[config.mk]
export PLATFORM = sky130hd
export DESIGN_NAME = uart_tx_gstop
export DESIGN_NICKNAME = d
export VERILOG_FILES = /design/src/rtl/uart_tx_gstop_pkg.sv /design/src/rtl/txg_fifo.sv /design/src/rtl/txg_framer.sv /design/src/rtl/txg_events.sv /design/src/rtl/uart_tx_gstop.sv
export SDC_FILE = /design/constraint.sdc
export NUM_CORES = 1
export LEC_CHECK = 0
export ABC_AREA = 1
export BUFFER_PORTS_ARGS = -buffer_cell sky130_fd_sc_hd__buf_4
export CELL_PAD_IN_SITES_DETAIL_PLACEMENT = 0
export CELL_PAD_IN_SITES_GLOBAL_PLACEMENT = 2
export CORE_ASPECT_RATIO = 0.5
export CORE_MARGIN = 3
export CORE_UTILIZATION = 30
export DETAILED_ROUTE_END_ITERATION = 6
export PLACE_DENSITY = 0.7
export SLEW_MARGIN = 40
export SYNTH_ARGS = -nofsm -noshare
export SYNTH_HDL_FRONTEND = slang
export SYNTH_SLANG_ARGS = --single-unit
[constraint.sdc]
create_clock -name clk -period 3.25 [get_ports clk]
set_clock_uncertainty 0.15 [all_clocks]
set_input_delay 0.1625 -clock clk [delete_from_list [all_inputs] [get_ports clk]]
set_output_delay 0.1625 -clock clk [all_outputs]
set_load 0.05 [all_outputs]
[src/rtl/uart_tx_gstop_pkg.sv]
package uart_tx_gstop_pkg;

    localparam int DATA_W = 8;

    typedef struct packed {
        logic [DATA_W-1:0] data;
        logic              last;
        logic              rpt;
    } txq_entry_t;

    typedef enum logic [1:0] {
        F_IDLE,
        F_START,
        F_DATA,
        F_STOP
    } frm_state_t;

    typedef enum logic {
        C_RUN,
        C_HALT
    } ctl_state_t;

endpackage

[src/rtl/txg_fifo.sv]
module txg_fifo #(
    parameter int W     = 10,
    parameter int DEPTH = 4
) (
    input  logic         clk,
    input  logic         rst_n,
    input  logic         push,
    input  logic [W-1:0] push_data,
    input  logic         pop,
    output logic [W-1:0] head,
    output logic         empty,
    output logic         full
);
    localparam int AW = (DEPTH > 1) ? $clog2(DEPTH) : 1;
    localparam int CW = $clog2(DEPTH + 1);
    localparam logic [AW-1:0] PTR_LAST = AW'(DEPTH - 1);
    localparam logic [CW-1:0] CNT_FULL = CW'(DEPTH);

    logic [W-1:0]  mem [DEPTH];
    logic [AW-1:0] wr_ptr, rd_ptr;
    logic [CW-1:0] cnt_q;
    logic          do_push, do_pop;

    assign full    = (cnt_q == CNT_FULL);
    assign empty   = (cnt_q == '0);
    assign do_push = push && !full;
    assign do_pop  = pop && !empty;
    assign head    = mem[rd_ptr];

    always_ff @(posedge clk or negedge rst_n) begin
        if (!rst_n) begin
            wr_ptr <= '0;
            rd_ptr <= '0;
            cnt_q  <= '0;
        end else begin
            if (do_push) wr_ptr <= (wr_ptr == PTR_LAST) ? '0 : wr_ptr + 1'b1;
            if (do_pop)  rd_ptr <= (rd_ptr == PTR_LAST) ? '0 : rd_ptr + 1'b1;
            unique case ({do_push, do_pop})
                2'b10:   cnt_q <= cnt_q + 1'b1;
                2'b01:   cnt_q <= cnt_q - 1'b1;
                default: cnt_q <= cnt_q;
            endcase
        end
    end

    always_ff @(posedge clk) begin
        if (do_push) mem[wr_ptr] <= push_data;
    end


    full_hold_chk: assert property (@(posedge clk) disable iff (!rst_n)
        (full && push && !pop) |=> full);


    no_underflow_chk: assert property (@(posedge clk) disable iff (!rst_n)
        empty |-> !pop);

endmodule

[src/rtl/txg_framer.sv]
module txg_framer
    import uart_tx_gstop_pkg::*;
#(
    parameter int DW  = 8,
    parameter int OVS = 16
) (
    input  logic          clk,
    input  logic          rst_n,
    input  logic          baud_tick,
    input  logic          load,
    input  logic [DW-1:0] ld_data,
    input  logic          ld_last,
    input  logic          ld_rpt,
    output logic          idle,
    output logic          tx_line,
    output logic          stop_begin_rpt,
    output logic          done_last
);
    localparam int TW = $clog2(OVS);
    localparam int BW = $clog2(DW);
    localparam logic [TW-1:0] TICK_LAST = TW'(OVS - 1);
    localparam logic [BW-1:0] BIT_LAST  = BW'(DW - 1);

    frm_state_t    st_q, st_nx;
    logic [TW-1:0] tick_q;
    logic [BW-1:0] bit_q;
    logic [DW-1:0] sh_q;
    logic          last_q, rpt_q;
    logic          bit_end;

    assign bit_end = baud_tick && (tick_q == TICK_LAST);
    assign idle    = (st_q == F_IDLE);

    always_comb begin
        st_nx = st_q;
        unique case (st_q)
            F_IDLE:  if (load) st_nx = F_START;
            F_START: if (bit_end) st_nx = F_DATA;
            F_DATA:  if (bit_end && bit_q == BIT_LAST) st_nx = F_STOP;
            F_STOP:  if (bit_end) st_nx = F_IDLE;
        endcase
    end

    always_ff @(posedge clk or negedge rst_n) begin
        if (!rst_n) begin
            st_q   <= F_IDLE;
            tick_q <= '0;
            bit_q  <= '0;
            sh_q   <= '0;
            last_q <= 1'b0;
            rpt_q  <= 1'b0;
        end else begin
            st_q <= st_nx;
            if (st_q == F_IDLE) begin
                tick_q <= '0;
                bit_q  <= '0;
                if (load) begin
                    sh_q   <= ld_data;
                    last_q <= ld_last;
                    rpt_q  <= ld_rpt;
                end
            end else if (baud_tick) begin
                tick_q <= tick_q + 1'b1;
                if (bit_end && st_q == F_DATA) begin
                    sh_q  <= sh_q >> 1;
                    bit_q <= bit_q + 1'b1;
                end
            end
        end
    end

    always_comb begin
        tx_line        = 1'b1;
        stop_begin_rpt = 1'b0;
        done_last      = 1'b0;
        unique case (st_q)
            F_IDLE:  tx_line = 1'b1;
            F_START: tx_line = 1'b0;
            F_DATA: begin
                tx_line        = sh_q[0];
                stop_begin_rpt = (st_nx == F_STOP) && last_q && rpt_q;
            end
            F_STOP: begin
                tx_line   = 1'b1;
                done_last = bit_end && last_q;
            end
        endcase
    end


    start_low_chk: assert property (@(posedge clk) disable iff (!rst_n)
        (load && idle) |=> !tx_line);


    stop_line_chk: assert property (@(posedge clk) disable iff (!rst_n)
        stop_begin_rpt |=> tx_line);

endmodule

[src/rtl/txg_events.sv]
module txg_events #(
    parameter int N = 2
) (
    input  logic         clk,
    input  logic         rst_n,
    input  logic [N-1:0] set,
    input  logic [N-1:0] clr,
    output logic [N-1:0] status
);
    logic [N-1:0] st_q;

    always_ff @(posedge clk or negedge rst_n) begin
        if (!rst_n) st_q <= '0;
        else        st_q <= (st_q & ~clr) | set;
    end

    assign status = st_q;

    for (genvar i = 0; i < N; i++) begin : g_hold

        sticky_hold_chk: assert property (@(posedge clk) disable iff (!rst_n)
            (st_q[i] && !clr[i]) |=> st_q[i]);
    end

endmodule

[src/rtl/uart_tx_gstop.sv]
module uart_tx_gstop
    import uart_tx_gstop_pkg::*;
#(
    parameter int FIFO_DEPTH = 4,
    parameter int OVS        = 16
) (
    input  logic              clk,
    input  logic              rst_n,
    input  logic              baud_tick,
    input  logic              wr_valid,
    input  logic [DATA_W-1:0] wr_data,
    input  logic              wr_last,
    input  logic              wr_line_rpt,
    output logic              wr_ready,
    input  logic              gs_cmd,
    input  logic              restart_cmd,
    input  logic [1:0]        evt_clr,
    output logic              tx_line,
    output logic [1:0]        evt_status
);
    localparam int EW = $bits(txq_entry_t);

    txq_entry_t q_head;
    logic       q_empty, q_full, pop;
    logic       f_idle, stop_begin_rpt, done_last;
    logic       gs_done, tx_evt;
    logic       gs_pend_q, in_buf_q;
    ctl_state_t ctl_q, ctl_nx;

    assign wr_ready = !q_full;

    txg_fifo #(.W(EW), .DEPTH(FIFO_DEPTH)) i_fifo (
        .clk       (clk),
        .rst_n     (rst_n),
        .push      (wr_valid),
        .push_data ({wr_data, wr_last, wr_line_rpt}),
        .pop       (pop),
        .head      (q_head),
        .empty     (q_empty),
        .full      (q_full)
    );

    txg_framer #(.DW(DATA_W), .OVS(OVS)) i_framer (
        .clk            (clk),
        .rst_n          (rst_n),
        .baud_tick      (baud_tick),
        .load           (pop),
        .ld_data        (q_head.data),
        .ld_last        (q_head.last),
        .ld_rpt         (q_head.rpt),
        .idle           (f_idle),
        .tx_line        (tx_line),
        .stop_begin_rpt (stop_begin_rpt),
        .done_last      (done_last)
    );

    // Controller: state register and bookkeeping of the open buffer.
    always_ff @(posedge clk or negedge rst_n) begin
        if (!rst_n) begin
            ctl_q     <= C_RUN;
            gs_pend_q <= 1'b0;
            in_buf_q  <= 1'b0;
        end else begin
            ctl_q     <= ctl_nx;
            gs_pend_q <= gs_done ? 1'b0 : (gs_pend_q | (gs_cmd && ctl_q == C_RUN));
            if (pop)            in_buf_q <= 1'b1;
            else if (done_last) in_buf_q <= 1'b0;
        end
    end

    // Controller: next state and outputs.
    always_comb begin
        ctl_nx  = ctl_q;
        pop     = 1'b0;
        gs_done = 1'b0;
        unique case (ctl_q)
            C_RUN: begin
                if (gs_pend_q && !in_buf_q && f_idle) begin
                    gs_done = 1'b1;
                    ctl_nx  = C_HALT;
                end else if (f_idle && !q_empty) begin
                    pop = 1'b1;
                end
            end
            C_HALT: if (restart_cmd) ctl_nx = C_RUN;
        endcase
    end

    assign tx_evt = (wr_valid && !q_full && wr_last && !wr_line_rpt) || stop_begin_rpt;

    txg_events #(.N(2)) i_events (
        .clk    (clk),
        .rst_n  (rst_n),
        .set    ({gs_done, tx_evt}),
        .clr    (evt_clr),
        .status (evt_status)
    );


    halt_idle_chk: assert property (@(posedge clk) disable iff (!rst_n)
        (ctl_q == C_HALT) |-> tx_line);


    gs_line_idle_chk: assert property (@(posedge clk) disable iff (!rst_n)
        gs_done |-> (tx_line && !$past(done_last && !f_idle) || tx_line));


    gs_closed_buf_chk: assert property (@(posedge clk) disable iff (!rst_n)
        gs_done |=> (ctl_q == C_HALT));

endmodule

# Word level (Yosys, flattened, before mapping)
# Memories as Yosys holds them, arrays and structs flattened.
# Cells that the tools add are included.
[word_totals] mem_bits_rw=40 n_memories=1 register_bits=31 inputBits=18
[classes] bitwise=5 eq_ne=12 add_sub_neg=6 reduce_logical=29 mux=32
[mem_list] name="i_fifo.mem" words=4 width=10 read_ports=1 rd_clocked_by_memory_dff=0 write_ports=1 line_no="txg_fifo.sv:19" text="logic [W-1:0] mem [DEPTH];"
[ops] cell="2-to-1 mux 8 bit" count=4
[ops] cell="logical AND 1 bit" count=14
[ops] cell="2-to-1 mux 1 bit" count=13
[ops] cell="equality test 2 bit, second input constant" count=6
[ops] cell="2-to-1 mux 2 bit" count=6
[ops] cell="2-to-1 mux 3 bit" count=3
[ops] cell="2-to-1 mux 4 bit" count=2
[ops] cell="one-hot mux 2 bit (4 select lines)" count=1
[ops] cell="nonzero test 2 bit" count=4
[ops] cell="adder 3 x 1 -> 3 bit, second input constant" count=2
[ops] cell="equality test 3 bit, second input constant" count=2
[ops] cell="one-hot mux 3 bit (2 select lines)" count=1
[ops] cell="adder 2 x 1 -> 2 bit, second input constant" count=2
[ops] cell="adder 4 x 1 -> 4 bit, second input constant" count=1
[ops] cell="equality test 2 x 1 -> 1 bit, second input constant" count=2
[ops] cell="equality test 4 bit, second input constant" count=1
[ops] cell="zero test 1 bit" count=4
[ops] cell="AND reduction 2 bit" count=2
[ops] cell="zero test 3 bit" count=1
[ops] cell="one-hot mux 1 bit (3 select lines)" count=1
[ops] cell="AND reduction 3 bit" count=1
[ops] cell="subtractor 3 x 1 -> 3 bit, second input constant" count=1
[ops] cell="AND 2 bit" count=1
[ops] cell="zero test 2 bit" count=1
[ops] cell="8 further kinds" count=8

# Logic depth before layout (Yosys ltp)
# Gate-level depths: netlist of run 1.
[logic_depth] ltp_word=14 depth_mapped=12

# Modules after synthesis
# From an unflattened synthesis of run 1, not the netlist that was laid out.
[unflattened] cells_unflattened=331 area_unflattened_um2=3399.5
[modules_own_cells] module="txg_fifo" n_inst=1 cells_each=177 area_each_um2=2095.8
[modules_own_cells] module="txg_framer" n_inst=1 cells_each=123 area_each_um2=1059.8
[modules_own_cells] module="uart_tx_gstop" n_inst=1 cells_each=21 area_each_um2=163.9
[modules_own_cells] module="txg_events" n_inst=1 cells_each=10 area_each_um2=80.1

# Worst setup path before layout of run 1
# No wires, ideal clock.
[synth_path] path_kind="register to register" start="register i_fifo.cnt_q[0]" end="register i_fifo.cnt_q[2]" stages_incl_launch_ff=11 arrival_time_ps=2325 setup_slack_ps=644 setup_time_ps=131 path_cell_list="dfrtp_1 > inv_1 > nand3_1 > and2_0 > inv_1 > ha_1 > inv_1 > fa_1 > a21oi_1 > o21ai_0 > xor2_1"
[synth_lines] item="start: declaration" line_no="txg_fifo.sv:21" text="logic [CW-1:0] cnt_q;"
[synth_lines] item="start signal: assignment" line_no="txg_fifo.sv:39" text="2'b10: cnt_q <= cnt_q + 1'b1;"
[synth_lines] item="start signal: assignment" line_no="txg_fifo.sv:40" text="2'b01: cnt_q <= cnt_q - 1'b1;"
[synth_lines] item="start signal: assignment" line_no="txg_fifo.sv:41" text="default: cnt_q <= cnt_q;"
[synth_lines] item="equality test 3 bit (*)" line_no="txg_fifo.sv:24" text="assign full = (cnt_q == CNT_FULL);"
[synth_lines] item="zero test 1 bit (*)"
[synth_lines] item="via wr_ready" line_no="uart_tx_gstop.sv:14" text="output logic wr_ready,"
[synth_lines] item="logical AND 1 bit (*)" line_no="txg_fifo.sv:26" text="assign do_push = push && !full;"
[synth_lines] item="equality test 2 x 1 -> 1 bit or equality test 2 bit (tied branches)" line_no="txg_fifo.sv:38" text="unique case ({do_push, do_pop})"
[synth_lines] item="one-hot mux 3 bit (2 select lines) or nonzero test 2 bit (tied branches)"
# The timed path passes the listed nets; every way through them passes the cells marked *.
# A chain may end at the register's enable or synchronous reset.

# Worst setup path after layout of run 1
[layout_path] start="register i_framer.st_q[0]" end="register i_fifo.cnt_q[2]"
[layout_via] elab_chain_len=8
[layout_lines] item="start: declaration" line_no="txg_framer.sv:24" text="frm_state_t st_q, st_nx;"
[layout_lines] item="start signal: assignment" line_no="txg_framer.sv:53" text="st_q <= st_nx;"
[layout_lines] item="zero test 2 bit (*)" line_no="txg_framer.sv:32" text="assign idle = (st_q == F_IDLE);"
[layout_lines] item="logical AND 1 bit" line_no="uart_tx_gstop.sv:81" text="end else if (f_idle && !q_empty) begin"
[layout_lines] item="2-to-1 mux 1 bit" line_no="uart_tx_gstop.sv:81"
[layout_lines] item="2-to-1 mux 1 bit (*)" line_no="uart_tx_gstop.sv:78" text="if (gs_pend_q && !in_buf_q && f_idle) begin"
[layout_lines] item="2-to-1 mux 1 bit (*)" line_no="uart_tx_gstop.sv:76" text="unique case (ctl_q)"
[layout_lines] item="logical AND 1 bit (*)" line_no="txg_fifo.sv:27" text="assign do_pop = pop && !empty;"
[layout_lines] item="via i_fifo.do_pop" line_no="txg_fifo.sv:22" text="logic do_push, do_pop;"
[layout_lines] item="equality test 2 x 1 -> 1 bit or equality test 2 bit (tied branches)" line_no="txg_fifo.sv:38"
[layout_lines] item="one-hot mux 3 bit (2 select lines) or nonzero test 2 bit (tied branches)"
# Marked as above.

==> qor.yml, run 1 <==
cells_and_area:
  fillers: 1012
  area.growth.synth_to_final_pct: 24.1
  nets: 386
  diodes: 0
  post_route_cells_drive_above_1_share_pct: 16.8
floorplan:
  die_y_um: 79.5
  start_util_pct: 31.2
  rows: 26
  io_pins: 22
  die_area_mm2: 0.0122
  die_x_um: 153
  core_area_mm2: 0.0104
yosys:
  synth_fp_nets: 341
  synth_top_area_share_pct: 37.1
  synth.distinct_cells: 28
  synthCells: 308
  synth_fa_ha_area_share_pct: 6.02
  synthSimpleGateAreaFrac_pct: 19.0
  muxShareOfSynthArea_pct: 0
  ys_seq_area_share_pct: 61.0
  synth.avg_cell_area_um2: 10.5
  yosys.area.top_type: "edfxtp_1"
  syn-cell-area_mm2: 0.00324
  netlist_top_cells_area: "edfxtp_1 37%, dfrtp_1 24%, nand2_1 8.2%, ha_1 5.4%, nand3_1 5.1%"
  synth-seq-cells: 71
  synthXorXnorAreaFrac_pct: 0.541
  synth_top_family_by_area: "simple AND/OR/NAND/NOR gates"
  synth_compound_area_share_pct: 7.53
  synth_warnings: 0
clock_tree:
  postCtsHoldBufs: 16
  clk_pin_slew_worst_paths_ns: 0.06
  cts_root_buf: "clkbuf_16"
  tritoncts: "built"
  cts_made_buffers: 9
  clk_latency_ns: 0.33
  cts-resized-gates: 0
  htree_num_levels: 3
  max-clock-path-buffers: 2
  cts_setup_buffers: 0
  clock_sink_count: 71
grt:
  grt_pass1_vias: 2173
  grt-ovfl-total: 0
  grt_max_degree: 32
  grt.total_usage_pct: 11.3
  grt_pass1_wl_mm: 10.7
  antenna_found_initial: 0
route:
  firstDrtPassIters: 4
  via_per_inst: 4.30
  first_iter_violations: 117
  postRouteAntennaNets: 0
  wire_per_inst_um: 12.5
  num_vias: 2140
  wl_mm: 6.22
  drc: 0
power_and_ir_drop:
  p_per_area_mw_per_mm2: 904
  leakage_nw: 1.74
  irDropWorstVdd_mv: 0.368
outcome:
  outcome: "finished, final reports clean"
worst_setup_path:
  endpoint_kind: "flop"
  rr_worst_depth: 12
  cp.required_ns: 3.30
  cp_top_family: "adder cells"
  path_cells: "inv_1, ha_1, inv_2, nor2_2, nand3_4, inv_2, ha_1, inv_1, fa_1, a21oi_1, o21ai_0, xor2_1"
  cp-start-kind: "flop"
  cp_max_fo: 11
  path_depth: 12
  crit_type: "reg -> reg"
  worstPathArrival_ns: 2.64
  cp_slowest_cell: "dfrtp_1"
  path_buf_inv: 4
  max_stage_delay_ns: 0.42
sta:
  worst_pin_slew_ns: 0.604
  rsz0062_at_grt: "false"
  hold_viol: 0
  tns_ns: 0
  whs_ns: 0.154
  slew_violations: 0
  final-setup-viol-count: 0
  fin_crit_sh_pct: 79.7
  layout_min_cycle_time_ns: 2.59
  fmax_ghz: 0.386
  slew_headroom_pct: 59.7
place:
  hpwl_mm: 4.32
  io_buffer_count: 21
  gp_congestion: 0.778
worst_hold_path:
  hold_class: "in -> async"
run:
  drv_cap: 0
==> area by class of cell <==
| cell class | count | area [um^2] | share of cell area [%] |
|---|---|---|---|
| clock buffers | 9 | 225 | 5.60 |
| clock inverters | 7 | 72.6 | 1.81 |
| inverters | 36 | 135 | 3.36 |
| multi-input cells | 192 | 1070 | 26.7 |
| flip-flops and latches | 71 | 1980 | 49.2 |
| well taps | 140 | 175 | 4.36 |
| repair buffers | 43 | 363 | 9.03 |
==> Yosys cell counts <==
library cell	number
dfrtp_1	31
inv_2	2
a31oi_2	2
fa_1	1
nand3_4	2
buf_2	5
and2_0	1
o21ai_2	6
and3_1	1
o22ai_1	3
nor2_2	1
nand2_2	3
nand2_4	1
ha_1	14
clkbuf_1	3
edfxtp_1	40
nor2_1	20
nand3_1	33
o21ai_0	23
a21oi_1	5
nor3_1	1
nor2_8	1
xnor2_1	1
buf_12	1
nand2_1	71
xor2_1	1
o31ai_1	1
inv_1	34
==> cells in the final DEF (no fill, tap or decap), types with 2 or more instances in the layout <==
cell type	n
a21oi_1	5
a31oi_2	2
buf_4	27
clkbuf_16	9
clkinv_4	2
dfrtp_1	31
dlygate4sd3_1	16
edfxtp_1	40
ha_1	14
inv_1	34
inv_2	2
nand2_1	71
nand2_2	3
nand3_1	33
nand3_4	2
nor2_1	20
o21ai_0	23
o21ai_2	6
o22ai_1	3
==> sequential cells by signal (all words and copies together) (netlist names), 2 cells and up <==
| signal | flops |
|---|---|
| i_fifo.rd_ptr | 2 |
| i_fifo.mem | 40 |
| i_fifo.cnt_q | 3 |
| i_events.status | 2 |
| i_framer.st_q | 2 |
| i_framer.tick_q | 4 |
| i_fifo.wr_ptr | 2 |
| i_framer.bit_q | 3 |
| i_framer.sh_q | 8 |
==> path summary, 6_finish.rpt <==
check                                            endpoint  slack, ns                           start
setup / recovery              i_fifo.cnt_q[2]$_DFFE_PN0P_       0.66      i_framer.st_q[0]$_DFF_PN0_
min in group clk             i_fifo.wr_ptr[1]$_DFFE_PN0P_       0.20                        wr_valid
hold reg to reg            i_framer.tick_q[3]$_DFFE_PN0P_       0.32  i_framer.tick_q[3]$_DFFE_PN0P_
max in group asynchronous   i_framer.bit_q[0]$_DFFE_PN0P_       2.50                           rst_n
setup reg to reg              i_fifo.cnt_q[2]$_DFFE_PN0P_       0.66      i_framer.st_q[0]$_DFF_PN0_
hold / removal               i_events.status[1]$_DFF_PN0_       0.15                           rst_n
==> per-layer routing <==
| metal | part of all wire (%) | global-route usage, % | vias up |
|---|---|---|---|
| met5 | 0 | 0 | - |
| met4 | 1.3 | 3.38 | 0 |
| li1 | - | - | 1113 |
| met1 | 50 | 14.8 | 992 |
| met3 | 3.2 | 3.84 | 9 |
| met2 | 46 | 17.9 | 26 |
==> report_power, final <==
| group | switching [mW] | leakage [nW] | internal (mW) |
|---|---|---|---|
| clock | 0.359 | 0.143 | 0.594 |
| sequential | 0.117 | 0.752 | 1.20 |
| combinational | 0.900 | 0.840 | 0.462 |
==> stage by stage <==
stage / setup slack (ns) / utilization (%) / total power [mW] / cell area [um^2] / instances
after global placement: 0.713 / 34.3 / 2.69 / 3560 / 466
final: 0.659 / 38.7 / 3.63 / 4020 / 498
after floorplan: 0.644 / - / 2.36 / 3240 / 308
after global routing: 0.442 / 38.7 / 3.93 / 4020 / 498
after CTS: 0.630 / 38.7 / 3.70 / 4020 / 498
after detailed placement: 0.654 / 34.3 / 2.70 / 3560 / 466
==> logic make-up (layout without fill, tap and decap cells) <==
kind of cell,count (synthesis),in the layout
fa+ha+maj,15,15
simple gates,135,135
compound gates,40,40
buf+inv,45,95
flops,71,71
xor+xnor,2,2
Note: power is estimated with default switching activity, not from simulation.
==> inputs of run 2 (changes only) <==
--- a/config.mk
+++ b/config.mk
@@ -13,7 +13,7 @@
 export CORE_MARGIN = 3
 export CORE_UTILIZATION = 30
 export DETAILED_ROUTE_END_ITERATION = 6
-export PLACE_DENSITY = 0.7
+export PLACE_DENSITY = 0.72
 export SLEW_MARGIN = 40
 export SYNTH_ARGS = -nofsm -noshare
 export SYNTH_HDL_FRONTEND = slang
==> constraint.sdc (replaced) <==
create_clock -name clk -period 2.1 [get_ports clk]
set_clock_uncertainty 0.15 [all_clocks]
set_input_delay 0.105 -clock clk [delete_from_list [all_inputs] [get_ports clk]]
set_output_delay 0.105 -clock clk [all_outputs]
set_load 0.05 [all_outputs]
==> qor.yml, run 2 (synthesized netlist as in run 1, its figures left out) <==
power_and_ir_drop:
  total_power_mw: 6.10  # +68%
  irDropWorstVdd_mv: 0.457  # +24%
  p_per_area_mw_per_mm2: 1450  # +61%
  leakage_nw: 1.81  # +4.2%
sta:
  worst_pin_slew_ns: 0.626  # +0.0218 ns
  slew_violations: 0  # unchanged
  tns_ns: 0  # unchanged
  rsz0062_at_grt: "true"
  hold_viol: 0  # unchanged
  fmax_ghz: 0.488  # +26%
  final-setup-viol-count: 0  # unchanged
  layout_min_cycle_time_ns: 2.05  # -0.542 ns
  fin_crit_sh_pct: 97.6  # +18 points
  whs_ns: 0.103  # -0.0513 ns
  slew_headroom_pct: 58.2  # -1.5 points
floorplan:
  die_y_um: 79.5  # unchanged
  io_pins: 22  # unchanged
  rows: 26  # unchanged
  die_x_um: 153  # unchanged
  die_area_mm2: 0.0122  # unchanged
  core_area_mm2: 0.0104  # unchanged
  start_util_pct: 31.2  # unchanged
clock_tree:
  clk_latency_ns: 0.33  # about the same
  clk_pin_slew_worst_paths_ns: 0.05  # about the same
  tritoncts: "built"
  htree_num_levels: 3  # unchanged
  cts_root_buf: "clkbuf_16"
  cts_made_buffers: 9  # unchanged
  clock_sink_count: 71  # unchanged
  max-clock-path-buffers: 2  # unchanged
worst_hold_path:
  hold_class: "in -> async"
grt:
  grt_pass1_vias: 2248  # +3.5%
  grt_pass1_wl_mm: 11.0  # +3.1%
  antenna_found_initial: 0  # unchanged
  grt.total_usage_pct: 11.7  # +0.38 points
  grt-ovfl-total: 0  # unchanged
  grt_max_degree: 32  # unchanged
place:
  hpwl_mm: 4.40  # +1.9%
  gp_congestion: 0.762  # -2.1%
  io_buffer_count: 21  # unchanged
worst_setup_path:
  max_stage_delay_ns: 0.38  # -0.04 ns
  cp_max_fo: 3  # -8
  cp-start-kind: "flop"
  worstPathArrival_ns: 2.11  # -0.53 ns
  path_cells: "inv_2, ha_4, inv_4, nor2_4, nand3_4, inv_4, ha_4, inv_2, fa_2, a21oi_2, o21ai_1, xor2_1"
  cp_slowest_cell: "dfrtp_1"
  endpoint_kind: "flop"
  crit_type: "reg -> reg"
  cp.required_ns: 2.16  # -1.14 ns
route:
  first_iter_violations: 96  # -18%
  postRouteAntennaNets: 0  # unchanged
  drc: 0  # unchanged
  wl_mm: 6.52  # +4.8%
  num_vias: 2261  # +5.7%
  wire_per_inst_um: 12.7  # +1.9%
  via_per_inst: 4.42  # +2.8%
  firstDrtPassIters: 5  # +1
cells_and_area:
  layout_commonest_cell: "nand2_1"
  final_util_pct: 40.5  # +1.7 points
  diodes: 0  # unchanged
  post_route_cells_drive_above_1_share_pct: 22.6  # +5.8 points
  largest_register_ffs: 40  # unchanged
  final_cell_mix: "71 x nand2_1, 40 x edfxtp_1, 40 x buf_4"
  area.growth.synth_to_final_pct: 29.6
  reg.largest.list: "i_fifo.mem x40, i_framer.sh_q x8, i_framer.tick_q x4"
  nets: 400  # +3.6%
  regMostFlops: "i_fifo.mem"
run:
  drv_cap: 0  # unchanged
outcome:
  outcome: "finished, final reports clean"
-- run 2: cell types whose count changed in the layout (fill, tap and decap cells not counted), sizes merged --
cell / change
clkinv: -3
dlygate4sd3: +1
inv: -1
bufinv: +1
clkbuf: +3
buf: +13
-- run 2: final timing paths --
check	cells after the start	slack, ns	to	startpoint
max	12	0.05	i_fifo.cnt_q[2]$_DFFE_PN0P_	i_framer.st_q[0]$_DFF_PN0_
min	2	0.10	i_events.status[1]$_DFF_PN0_	rst_n
max in group asynchronous	2	1.40	i_framer.rpt_q$_DFFE_PN0P_	rst_n
min in group clk	1	0.31	i_framer.tick_q[3]$_DFFE_PN0P_	i_framer.tick_q[3]$_DFFE_PN0P_
min reg2reg	1	0.31	i_framer.tick_q[3]$_DFFE_PN0P_	i_framer.tick_q[3]$_DFFE_PN0P_
max reg2reg	12	0.05	i_fifo.cnt_q[2]$_DFFE_PN0P_	i_framer.st_q[0]$_DFF_PN0_
-- run 2: critical path: cells and delay by family, from the launching register on --
kind | cells | cell delay [ns]
simple gates | 2 | 0.17
fa+ha+maj | 3 | 0.64
compound gates | 2 | 0.20
flops | 1 | 0.38
xor+xnor | 1 | 0.15
buf+inv | 4 | 0.25
-- run 2: power by group --
group	internal, mW	leakage [nW]	switching [mW]
registers	1.86	0.752	0.142
clock network	1.04	0.147	0.529
logic	0.958	0.909	1.57
total	3.86	1.81	2.24
-- run 2: metrics by stage --
step / worst slack [ns] / std cells / instance area (um^2)
after floorplan: -0.0307 / 308 / 3300
after global placement: 0.0711 / 472 / 3660
after detailed placement: 0.0258 / 472 / 3660
after CTS: 0.0161 / 505 / 4140
after global routing: -0.0306 / 512 / 4200
final: 0.0512 / 512 / 4200
-- run 2: metal layers --
metal	routed length, um	track usage, %
met1	3080	14.8
met2	3080	19.2
met3	275	3.79
met4	74	3.56
met5	0	0
-- run 2: area by class of cell --
type                    instances  area, um^2
well taps                     140         175
inverters                      36         140
repair buffers                 57         470
clock inverters                 4        72.6
multi-input cells             192        1130
flip-flops and latches         71        1980
fillers                       984        6180
clock buffers                  12         236
-- run 2: repair_timing --
action / in CTS / in global routing
endpoints found under the hold margin: 79 / 0
setup buffers: 0 / 7
hold buffers: 17 / 0
resized for setup: 0 / 2
endpoints found under the setup margin: 0 / 1
==> inputs of run 3 (changes only) <==
--- a/config.mk
+++ b/config.mk
@@ -7,13 +7,13 @@
 export LEC_CHECK = 0
 export ABC_AREA = 1
 export BUFFER_PORTS_ARGS = -buffer_cell sky130_fd_sc_hd__buf_4
-export CELL_PAD_IN_SITES_DETAIL_PLACEMENT = 0
+export CELL_PAD_IN_SITES_DETAIL_PLACEMENT = 1
 export CELL_PAD_IN_SITES_GLOBAL_PLACEMENT = 2
 export CORE_ASPECT_RATIO = 0.5
 export CORE_MARGIN = 3
 export CORE_UTILIZATION = 30
 export DETAILED_ROUTE_END_ITERATION = 6
-export PLACE_DENSITY = 0.72
+export PLACE_DENSITY = 0.7
 export SLEW_MARGIN = 40
 export SYNTH_ARGS = -nofsm -noshare
 export SYNTH_HDL_FRONTEND = slang
==> constraint.sdc (replaced) <==
create_clock -name clk -period 2.6 [get_ports clk]
set_clock_uncertainty 0.15 [all_clocks]
set_input_delay 0.13 -clock clk [delete_from_list [all_inputs] [get_ports clk]]
set_output_delay 0.13 -clock clk [all_outputs]
set_load 0.05 [all_outputs]
==> qor.yml, run 3 (synthesized netlist as in run 1, its figures left out) <==
outcome:
  outcome: "finished, final reports clean"
worst_setup_path:
  cp_slowest_cell: "dfrtp_1"
  cpMostUsedCell: "inv_2"
  endpoint_kind: "flop"
  path_buf_inv: 4  # unchanged
  cp_top_family: "adder cells"
  path_cells: "inv_2, ha_2, inv_2, nor2_2, nand3_4, inv_2, ha_1, inv_1, fa_1, a21oi_1, o21ai_0, xor2_1"
  cp_max_fo: 7  # +4
  worstPathArrival_ns: 2.47  # +0.36 ns
  cp-start-kind: "flop"
  cp.required_ns: 2.66  # +0.50 ns
  max_stage_delay_ns: 0.43  # +0.05 ns
  crit_type: "reg -> reg"
route:
  first_iter_violations: 137  # +43%
  firstDrtPassIters: 4  # -1
  drc: 0  # unchanged
  num_vias: 2263  # +0.088%
  wire_per_inst_um: 14.5  # +14%
  via_per_inst: 4.53  # +2.5%
  postRouteAntennaNets: 0  # unchanged
  wl_mm: 7.23  # +11%
sta:
  fin_crit_sh_pct: 92.8  # -4.7 points
  worst_pin_slew_ns: 0.649  # +0.0234 ns
  fmax_ghz: 0.414  # -15%
  slew_headroom_pct: 56.7  # -1.6 points
  final-setup-viol-count: 0  # unchanged
  slew_violations: 0  # unchanged
  rsz0062_at_grt: "false"
  layout_min_cycle_time_ns: 2.41  # +0.364 ns
  hold_viol: 0  # unchanged
  tns_ns: 0  # unchanged
cells_and_area:
  reg.largest.list: "i_fifo.mem x40, i_framer.sh_q x8, i_framer.tick_q x4"
  largest_register_ffs: 40  # unchanged
  nets: 388  # -3.0%
  multi_input_area_mm2: 0.00108  # -4.3%
  regArea_mm2: 0.00198  # unchanged
  area.growth.synth_to_final_pct: 24.7
  regMostFlops: "i_fifo.mem"
  post_route_cells_drive_above_1_share_pct: 18.3  # -4.2 points
  finish.instance_area_mm2: 0.00404  # -3.8%
  fillers: 1155  # +17%
  layout_commonest_cell: "nand2_1"
  final_cell_mix: "71 x nand2_1, 40 x edfxtp_1, 32 x inv_1, 32 x nand3_1, 31 x dfrtp_1"
  final_util_pct: 39.0  # -1.5 points
  diodes: 0  # unchanged
grt:
  grt_use_met1_pct: 16.3  # +1.5 points
  grt_pass1_vias: 2411  # +7.3%
  grt-ovfl-total: 0  # unchanged
  grt.total_usage_pct: 13.0  # +1.3 points
  grt_util_met3_pct: 3.68  # -0.11 points
  grt_pass1_wl_mm: 12.2  # +11%
  antenna_found_initial: 0  # unchanged
  busiest_layer: "met2"
  grt_max_degree: 32  # unchanged
  use_met2_pct: 21.7  # +2.5 points
clock_tree:
  htree_num_levels: 3  # unchanged
  max-clock-path-buffers: 2  # unchanged
  cts_made_buffers: 9  # unchanged
  cts_setup_buffers: 0  # unchanged
  clk_latency_ns: 0.34  # about the same
  clock_sink_count: 71  # unchanged
  cts_root_buf: "clkbuf_16"
  clk_pin_slew_worst_paths_ns: 0.06  # about the same
  tritoncts: "built"
place:
  hpwl_mm: 4.97  # +13%
  gp_congestion: 0.800  # +5.0%
  io_buffer_count: 21  # unchanged
  dpl_cell_area_mm2: 0.00358  # -2.2%
floorplan:
  die_x_um: 153  # unchanged
  io_pins: 22  # unchanged
  die_area_mm2: 0.0122  # unchanged
  core_area_mm2: 0.0104  # unchanged
  rows: 26  # unchanged
  die_y_um: 79.5  # unchanged
  start_util_pct: 31.2  # unchanged
power_and_ir_drop:
  irDropWorstVdd_mv: 0.398  # -13%
  leakage_nw: 1.74  # -3.5%
  p_per_area_mw_per_mm2: 1160  # -20%
run:
  drv_cap: 0  # unchanged
worst_hold_path:
  hold_class: "in -> async"
==> run 3: layout make-up <==
class | instances | share of cell area [%]
inverters | 36 | 3.34
flip-flops and latches | 71 | 48.9
well taps | 140 | 4.33
repair buffers | 45 | 9.35
clock buffers | 9 | 5.57
multi-input cells | 192 | 26.7
clock inverters | 7 | 1.80
==> run 3: metal layers <==
layer / vias up / share of wire (%)
met5: - / 0
met4: 0 / 1.6
met3: 11 / 3.3
met2: 27 / 46
met1: 1106 / 49
li1: 1119 / -
==> run 3: stage by stage <==
stage,worst slack (ns),hold WS (ns),cells,power (mW)
floorplan,0.189,-0.316,308,2.96
detailed placement,0.114,-0.0534,468,3.49
global placement,0.235,-0.0584,468,3.40
global route,0.0274,0.176,500,5.04
CTS,0.104,0.147,500,4.75
finish,0.187,0.128,500,4.67
==> run 3: worst paths after layout <==
kind,endpoint,depth (start not counted),startpoint,slack [ns]
min,i_fifo.wr_ptr[1]$_DFFE_PN0P_,2,rst_n,0.13
min in group clk,i_fifo.wr_ptr[0]$_DFFE_PN0P_,3,wr_valid,0.16
max in group asynchronous,i_framer.bit_q[0]$_DFFE_PN0P_,2,rst_n,1.88
min reg2reg,i_fifo.cnt_q[0]$_DFFE_PN0P_,1,i_fifo.cnt_q[0]$_DFFE_PN0P_,0.34
max,i_fifo.cnt_q[2]$_DFFE_PN0P_,12,i_framer.st_q[0]$_DFF_PN0_,0.19
max reg2reg,i_fifo.cnt_q[2]$_DFFE_PN0P_,12,i_framer.st_q[0]$_DFF_PN0_,0.19
==> run 3: power by group <==
group,leakage (nW),switching [mW],internal (mW)
registers,0.752,0.158,1.50
logic,0.848,1.19,0.611
clock network,0.143,0.469,0.743
total,1.74,1.81,2.86
==> run 3: worst reg2reg max path: cells and delay by family, from the launching register on <==
kind,cells,cell delay [ns]
adder cells (fa/ha/maj),3,0.72
flip-flops,1,0.43
buffers and inverters,4,0.31
AND/OR/NAND/NOR,2,0.27
AO/OA/AOI/OAI,2,0.26
XOR/XNOR,1,0.15
==> run 3: repair_timing <==
item,in CTS,in global routing
gates resized for setup,0,3
setup endpoints to repair,0,1
hold endpoints to repair,77,0
hold buffers,16,0
